<file path="config.mk">
export PLATFORM = sky130hd
export DESIGN_NAME = ecclog_top
export DESIGN_NICKNAME = d
export VERILOG_FILES = /design/src/rtl/ecclog_pkg.sv /design/src/rtl/ecclog_capture.sv /design/src/rtl/ecclog_rdport.sv /design/src/rtl/ecclog_top.sv
export SDC_FILE = /design/constraint.sdc
export NUM_CORES = 1
export LEC_CHECK = 0
export BUFFER_PORTS_ARGS = -buffer_cell sky130_fd_sc_hd__buf_2
export CAP_MARGIN = 25
export CORE_UTILIZATION = 43
export DETAILED_ROUTE_END_ITERATION = 16
export PLACE_DENSITY = 0.88
export SYNTH_ARGS = -nofsm -noshare
export SYNTH_HDL_FRONTEND = slang
export SYNTH_HIERARCHICAL = 1
export SYNTH_SLANG_ARGS = --single-unit
export TNS_END_PERCENT = 1
</file>
<file path="constraint.sdc">
create_clock -name clk -period 1.4 [get_ports clk]
set_input_delay 0.28 -clock clk [delete_from_list [all_inputs] [get_ports clk]]
set_output_delay 0.28 -clock clk [all_outputs]
set_load 0.1 [all_outputs]
</file>
<file path="src/rtl/ecclog_pkg.sv">
package ecclog_pkg;
  localparam int STS_MULT_BIT   = 0;
  localparam int STS_SINGLE_BIT = 1;
  localparam int STS_DOUBLE_BIT = 3;
  localparam int STS_SYN_LSB    = 5;
  localparam int IO_OFS_ADDR    = 0;
  localparam int IO_OFS_STAT    = 1;
  localparam int IO_OFS_CLEAR   = 3;
  localparam int DBG_REG_ADDR   = 2;
  localparam int DBG_REG_STAT   = 3;
endpackage

</file>
<file path="src/rtl/ecclog_capture.sv">
module ecclog_capture #(
  parameter int ADDR_W = 32,
  parameter int BIT_W  = 7,
  localparam int STAT_W = ecclog_pkg::STS_SYN_LSB + BIT_W
) (
  input  logic              clk,
  input  logic              rst_n,
  input  logic              ev_valid,
  input  logic              ev_double,
  input  logic [BIT_W-1:0]  ev_bit_a,
  input  logic [BIT_W-1:0]  ev_bit_b,
  input  logic [ADDR_W-1:0] ev_addr,
  input  logic              clr,
  output logic [ADDR_W-1:0] log_addr,
  output logic [STAT_W-1:0] log_status
);
  import ecclog_pkg::*;

  function automatic logic [BIT_W-1:0] syndrome_of(input logic dbl,
                                                   input logic [BIT_W-1:0] a,
                                                   input logic [BIT_W-1:0] b);
    return dbl ? (a ^ b) : a;
  endfunction

  logic             r_single, r_double, r_mult;
  logic [BIT_W-1:0] r_syn;
  logic [ADDR_W-1:0] r_addr;

  logic logged, take_first, take_more;
  assign logged     = r_single | r_double;
  assign take_first = ev_valid && (!logged || clr);
  assign take_more  = ev_valid && logged && !clr;

  always_ff @(posedge clk) begin
    if (!rst_n) begin
      r_single <= 1'b0; r_double <= 1'b0; r_mult <= 1'b0;
      r_syn <= '0; r_addr <= '0;
    end else if (take_first) begin
      r_addr   <= ev_addr;
      r_single <= !ev_double;
      r_double <= ev_double;
      r_syn    <= syndrome_of(ev_double, ev_bit_a, ev_bit_b);
      r_mult   <= 1'b0;
    end else if (clr) begin
      r_single <= 1'b0; r_double <= 1'b0; r_mult <= 1'b0;
      r_syn <= '0; r_addr <= '0;
    end else if (take_more) begin
      r_mult <= 1'b1;
    end
  end

  always_comb begin
    log_status = '0;
    log_status[STS_MULT_BIT]   = r_mult;
    log_status[STS_SINGLE_BIT] = r_single;
    log_status[STS_DOUBLE_BIT] = r_double;
    log_status[STS_SYN_LSB +: BIT_W] = r_syn;
  end
  assign log_addr = r_addr;

  // type bits never both set; multiple flag only with a logged error
  assert_type_onehot_R4: assert property (@(posedge clk) disable iff (!rst_n)
    $onehot0({log_status[STS_SINGLE_BIT], log_status[STS_DOUBLE_BIT]}));
  assert_mult_needs_log_R4: assert property (@(posedge clk) disable iff (!rst_n)
    log_status[STS_MULT_BIT] |-> (log_status[STS_SINGLE_BIT] || log_status[STS_DOUBLE_BIT]));
  // a later error freezes address and syndrome, raises the flag
  assert_freeze_R4: assert property (@(posedge clk) disable iff (!rst_n)
    take_more |=> ($stable(log_addr) && $stable(log_status[STAT_W-1:STS_SYN_LSB])
                   && log_status[STS_MULT_BIT]));
  // a first capture takes the address and leaves the flag clear
  assert_first_capture_R8: assert property (@(posedge clk) disable iff (!rst_n)
    take_first |=> (log_addr == $past(ev_addr) && !log_status[STS_MULT_BIT]));
  // a clear with no error empties the log
  assert_clear_R7: assert property (@(posedge clk) disable iff (!rst_n)
    (clr && !ev_valid) |=> (log_status == '0 && log_addr == '0));
  // with no event and no clear, nothing moves
  assert_idle_R9: assert property (@(posedge clk) disable iff (!rst_n)
    (!ev_valid && !clr) |=> ($stable(log_status) && $stable(log_addr)));
endmodule

</file>
<file path="src/rtl/ecclog_rdport.sv">
module ecclog_rdport #(
  parameter int SEL_W    = 2,
  parameter int RD_W     = 32,
  parameter int ADDR_W   = 32,
  parameter int STAT_W   = 12,
  parameter int ADDR_SEL = 0,
  parameter int STAT_SEL = 1
) (
  input  logic [SEL_W-1:0]  sel,
  input  logic [ADDR_W-1:0] log_addr,
  input  logic [STAT_W-1:0] log_status,
  output logic [RD_W-1:0]   rdata
);
  always_comb begin
    rdata = '0;
    if (sel == SEL_W'(ADDR_SEL))      rdata[ADDR_W-1:0] = log_addr;
    else if (sel == SEL_W'(STAT_SEL)) rdata[STAT_W-1:0] = log_status;
  end
endmodule

</file>
<file path="src/rtl/ecclog_top.sv">
module ecclog_top #(
  parameter int ADDR_W = 32,
  parameter int BIT_W  = 7,
  parameter int RD_W   = 32,
  parameter int IO_W   = 2,
  parameter int DBG_W  = 3
) (
  input  logic              clk,
  input  logic              rst_n,
  input  logic              ev_valid,
  input  logic              ev_double,
  input  logic [BIT_W-1:0]  ev_bit_a,
  input  logic [BIT_W-1:0]  ev_bit_b,
  input  logic [ADDR_W-1:0] ev_addr,
  input  logic              io_wr,
  input  logic [IO_W-1:0]   io_addr,
  output logic [RD_W-1:0]   io_rdata,
  input  logic [DBG_W-1:0]  dbg_sel,
  output logic [RD_W-1:0]   dbg_rdata
);
  import ecclog_pkg::*;
  localparam int STAT_W = STS_SYN_LSB + BIT_W;

  logic              clr;
  logic [ADDR_W-1:0] log_addr;
  logic [STAT_W-1:0] log_status;

  assign clr = io_wr && (io_addr == IO_W'(IO_OFS_CLEAR));

  ecclog_capture #(.ADDR_W(ADDR_W), .BIT_W(BIT_W)) u_cap (
    .clk(clk), .rst_n(rst_n), .ev_valid(ev_valid), .ev_double(ev_double),
    .ev_bit_a(ev_bit_a), .ev_bit_b(ev_bit_b), .ev_addr(ev_addr), .clr(clr),
    .log_addr(log_addr), .log_status(log_status));

  ecclog_rdport #(.SEL_W(IO_W), .RD_W(RD_W), .ADDR_W(ADDR_W), .STAT_W(STAT_W),
                  .ADDR_SEL(IO_OFS_ADDR), .STAT_SEL(IO_OFS_STAT)) u_io_rd (
    .sel(io_addr), .log_addr(log_addr), .log_status(log_status), .rdata(io_rdata));

  ecclog_rdport #(.SEL_W(DBG_W), .RD_W(RD_W), .ADDR_W(ADDR_W), .STAT_W(STAT_W),
                  .ADDR_SEL(DBG_REG_ADDR), .STAT_SEL(DBG_REG_STAT)) u_dbg_rd (
    .sel(dbg_sel), .log_addr(log_addr), .log_status(log_status), .rdata(dbg_rdata));

  // both read paths agree on the selected register
  assert_paths_agree_R6: assert property (@(posedge clk) disable iff (!rst_n)
    (io_addr == IO_W'(IO_OFS_STAT) && dbg_sel == DBG_W'(DBG_REG_STAT)) |-> io_rdata == dbg_rdata);
endmodule

</file>
==> metrics.md <==
| Metric | Value |
|---|---|
| Run status | `finished, violations left` |
| Final WL | `slightly above 9000 um` |
| Element type at the critical path start | `input pin` |
| Post-synthesis register bit count | `42` |
| Final nets | `between 300 and 400` |
| N_diodes | `0` |
| Most frequent cells in the layout | `buf_12 (71), buf_2 (51), a22o_1 (39)` |
| Mapped Area | `roughly 2200 um^2` |
| Final worst slack | `-0.0857 ns` |
| PortBufs | `between 100 and 150` |
| Layout cell share with drive strength beyond 1 | `between 60% and 70%` |
| Final setup viols | `34` |
| Drt first-iter violations | `around 110` |
| Unique masters post-synth | `25` |
| PD cells | `just over 800 nW/um^2` |
| CTS tree | `yes` |
| Fill cells | `between 150 and 200` |
| Max cap viols | `0` |
| Total track usage | `between 30% and 40%` |
| Floorplan row count | `25` |
| Final Cycle Share | `106%` |
| Hold Fails Final Rpt | `0` |
| Die Span Y | `~73 um` |
| GP Congestion | `around 0.8` |
| Detailed placement HPWL | `5230 um` |
| Final Instance Count excl. Fillers | `slightly above 400` |
| CTS buffer count | `5` |
| Via count | `around 2.3k` |
| Reg-to-reg setup timing slack | `0 ns` |
| H-tree depth | `2` |
| Core area | `roughly 4800 um^2` |
| Failing checks | `setup timing` |
| Initial antenna violation count | `0` |
| Seq/Total Area, Yosys | `38.6%` |
| Share of the synthesized area in the top cell type | `between 30% and 40%` |
| P&R area growth vs syn | `101%` |
| Max Slew Vio Count | `0` |
| Global route overflow | `0` |
| CTS sink count | `42` |
| Critical path class | `input pin to output pin` |
| RSZ-0062 raised after global routing | `yes` |
| Drt wl/cell | `between 20 and 25 um` |
| Io pins | `120` |
| Maximum number of pins on one net before global-route repair | `40` |
| Clk pin slew, worst setup/hold paths | `~0.090 ns` |
| Req. time, crit path | `~1.1 ns` |
| Initial DRT Pass Iterations | `4` |
| Peak VDD IR | `0.000683 V` |
| Min-Delay Path Class | `input pin to flip-flop` |
| Most common cell after layout, fill and taps aside | `buf_12` |
| CP arrival | `1.21 ns` |
| Die area | `5360 um^2` |
| Critical path peak fanout | `12` |
| Placed cells | `~400` |
| Pre-CTS WS | `-0.129 ns` |
| Vias per cell | `approximately 5.7` |
| Initial Util | `between 40 and 50%` |
| Static leakage | `about 1.8 nW` |
| Clock buffer depth | `2` |
| Final Critical Period | `about 1.5 ns` |
| Top cells by area, synth | `dfxtp_1 (39%), a22o_1 (16%), and2_1 (11%)` |
| Post-synthesis cell count | `around 220` |
| Number of global-route vias before repair | `around 2.3k` |
| Antenna viol nets, final | `0` |
| DRC | `0` |
| Biggest area consumer among synthesized cells | `dfxtp_1` |
| Die Span X | `73.2 um` |
| Cts hold-fix bufs | `0` |
| Clock tree root buffer cell | `clkbuf_8` |
| Endpoint class of the critical path | `output pin` |
| Final Skew | `~0.0096 ns` |
| Yosys warns | `6` |
| Worst-Skew Late Latency | `between 0.2 and 0.3 ns` |
| FMAX | `673 MHz` |
| First-pass GRT wire length | `approximately 12000 um` |
| Syn_area_per_cell | `9.77 um^2` |
## through the flow
| stage | hold slack, ns | power, mW | TNS [ns] | utilization [%] | instance area [um^2] |
|---|---|---|---|---|---|
| after global placement | 0.463 | 2.46 | -3.67 | 83.6 | 4000 |
| final | 0.203 | 3.62 | -0.677 | 91.5 | 4380 |
| after CTS | 0.195 | 3.49 | -0.699 | 88.4 | 4230 |
| after floorplan | 0.390 | 2.09 | -10.28 | - | 2370 |
| after global routing | 0.193 | 3.72 | -1.82 | 91.5 | 4380 |
| after detailed placement | 0.470 | 2.50 | -6.25 | 83.6 | 4000 |
## flip-flops by register name, summed over array words and instances (netlist names)
name            count
u_cap/log_addr     32
u_cap/r_syn         7
u_cap/r_double      1
u_cap/r_mult        1
u_cap/r_single      1
## worst max-delay path, cell delays in order
cell,delay [ns]
buf_8,0.09
buf_12,0.18
mux2i_1,0.40
nor2_4,0.07
buf_12,0.17
## kinds of logic (layout without fill, tap and decap cells)
kind of cell,after synthesis,after routing,share of synthesized area (%)
simple gates,81,81,20.5
xor+xnor,7,7,2.81
mux,24,24,11.0
flops,42,42,38.6
compound gates,44,44,17.4
buf+inv,24,142,9.53
other cells,1,2,0.172
## cell type report
| class | instances | area, um^2 | share of cell area [%] |
|---|---|---|---|
| sequential | 42 | 873 | 19.9 |
| clock inverter | 3 | 40.0 | 0.914 |
| tap | 67 | 83.8 | 1.91 |
| clock buffer | 5 | 68.8 | 1.57 |
| timing repair buffer | 134 | 1790 | 40.9 |
| multi-input combinational | 158 | 1520 | 34.8 |
## worst paths after layout
kind                 startpoint  depth (start not counted)                 end
max                  dbg_sel[0]                          5        dbg_rdata[9]
min                  ev_addr[6]                          2   u_cap/log_addr[6]
max reg2reg      u_cap/r_double                          4   u_cap/log_addr[7]
min reg2reg  u_cap/log_addr[14]                          1  u_cap/log_addr[14]
## layer usage
| metal | share of wire [%] | GRT usage [%] | wire (um) | up-vias |
|---|---|---|---|---|
| met5 | 0 | 0 | 0 | - |
| met4 | 3.2 | 15.0 | 296 | 0 |
| met3 | 6.2 | 5.94 | 576 | 27 |
| met2 | 56 | 59.2 | 5240 | 137 |
| met1 | 34 | 30.8 | 3200 | 1154 |
| li1 | - | - | - | 998 |
## cells in the mapped netlist
| cell | instances |
|---|---|
| a21boi_0 | 2 |
| a21oi_1 | 1 |
| a22o_1 | 39 |
| and2_1 | 40 |
| and3_1 | 1 |
| buf_12 | 1 |
| buf_2 | 7 |
| buf_4 | 6 |
| buf_6 | 8 |
| clkbuf_1 | 1 |
| clkbuf_8 | 1 |
| conb_1 | 1 |
| dfxtp_1 | 42 |
| mux2i_1 | 24 |
| nand2_1 | 7 |
| nand2b_1 | 3 |
| nand3_1 | 1 |
| nand3b_1 | 1 |
| nor2_1 | 25 |
| nor2_4 | 1 |
| nor3b_4 | 1 |
| o211a_1 | 1 |
| o21a_1 | 1 |
| or2b_2 | 1 |
| xnor2_1 | 7 |
## power by group
| part | internal [mW] | leakage, nW | switching, mW |
|---|---|---|---|
| logic | 0.515 | 1.37 | 0.741 |
| clock network | 0.526 | 0.0579 | 0.441 |
| registers | 1.29 | 0.354 | 0.109 |
## timing repair
| item | CTS | global route |
|---|---|---|
| setup buffers | 0 | 0 |
| pin swaps | 17 | 4 |
| setup endpoints to repair | 42 | 60 |
| gates resized for setup | 45 | 39 |
| hold endpoints to repair | 0 | 0 |
Power figures use the tool's default switching activity.
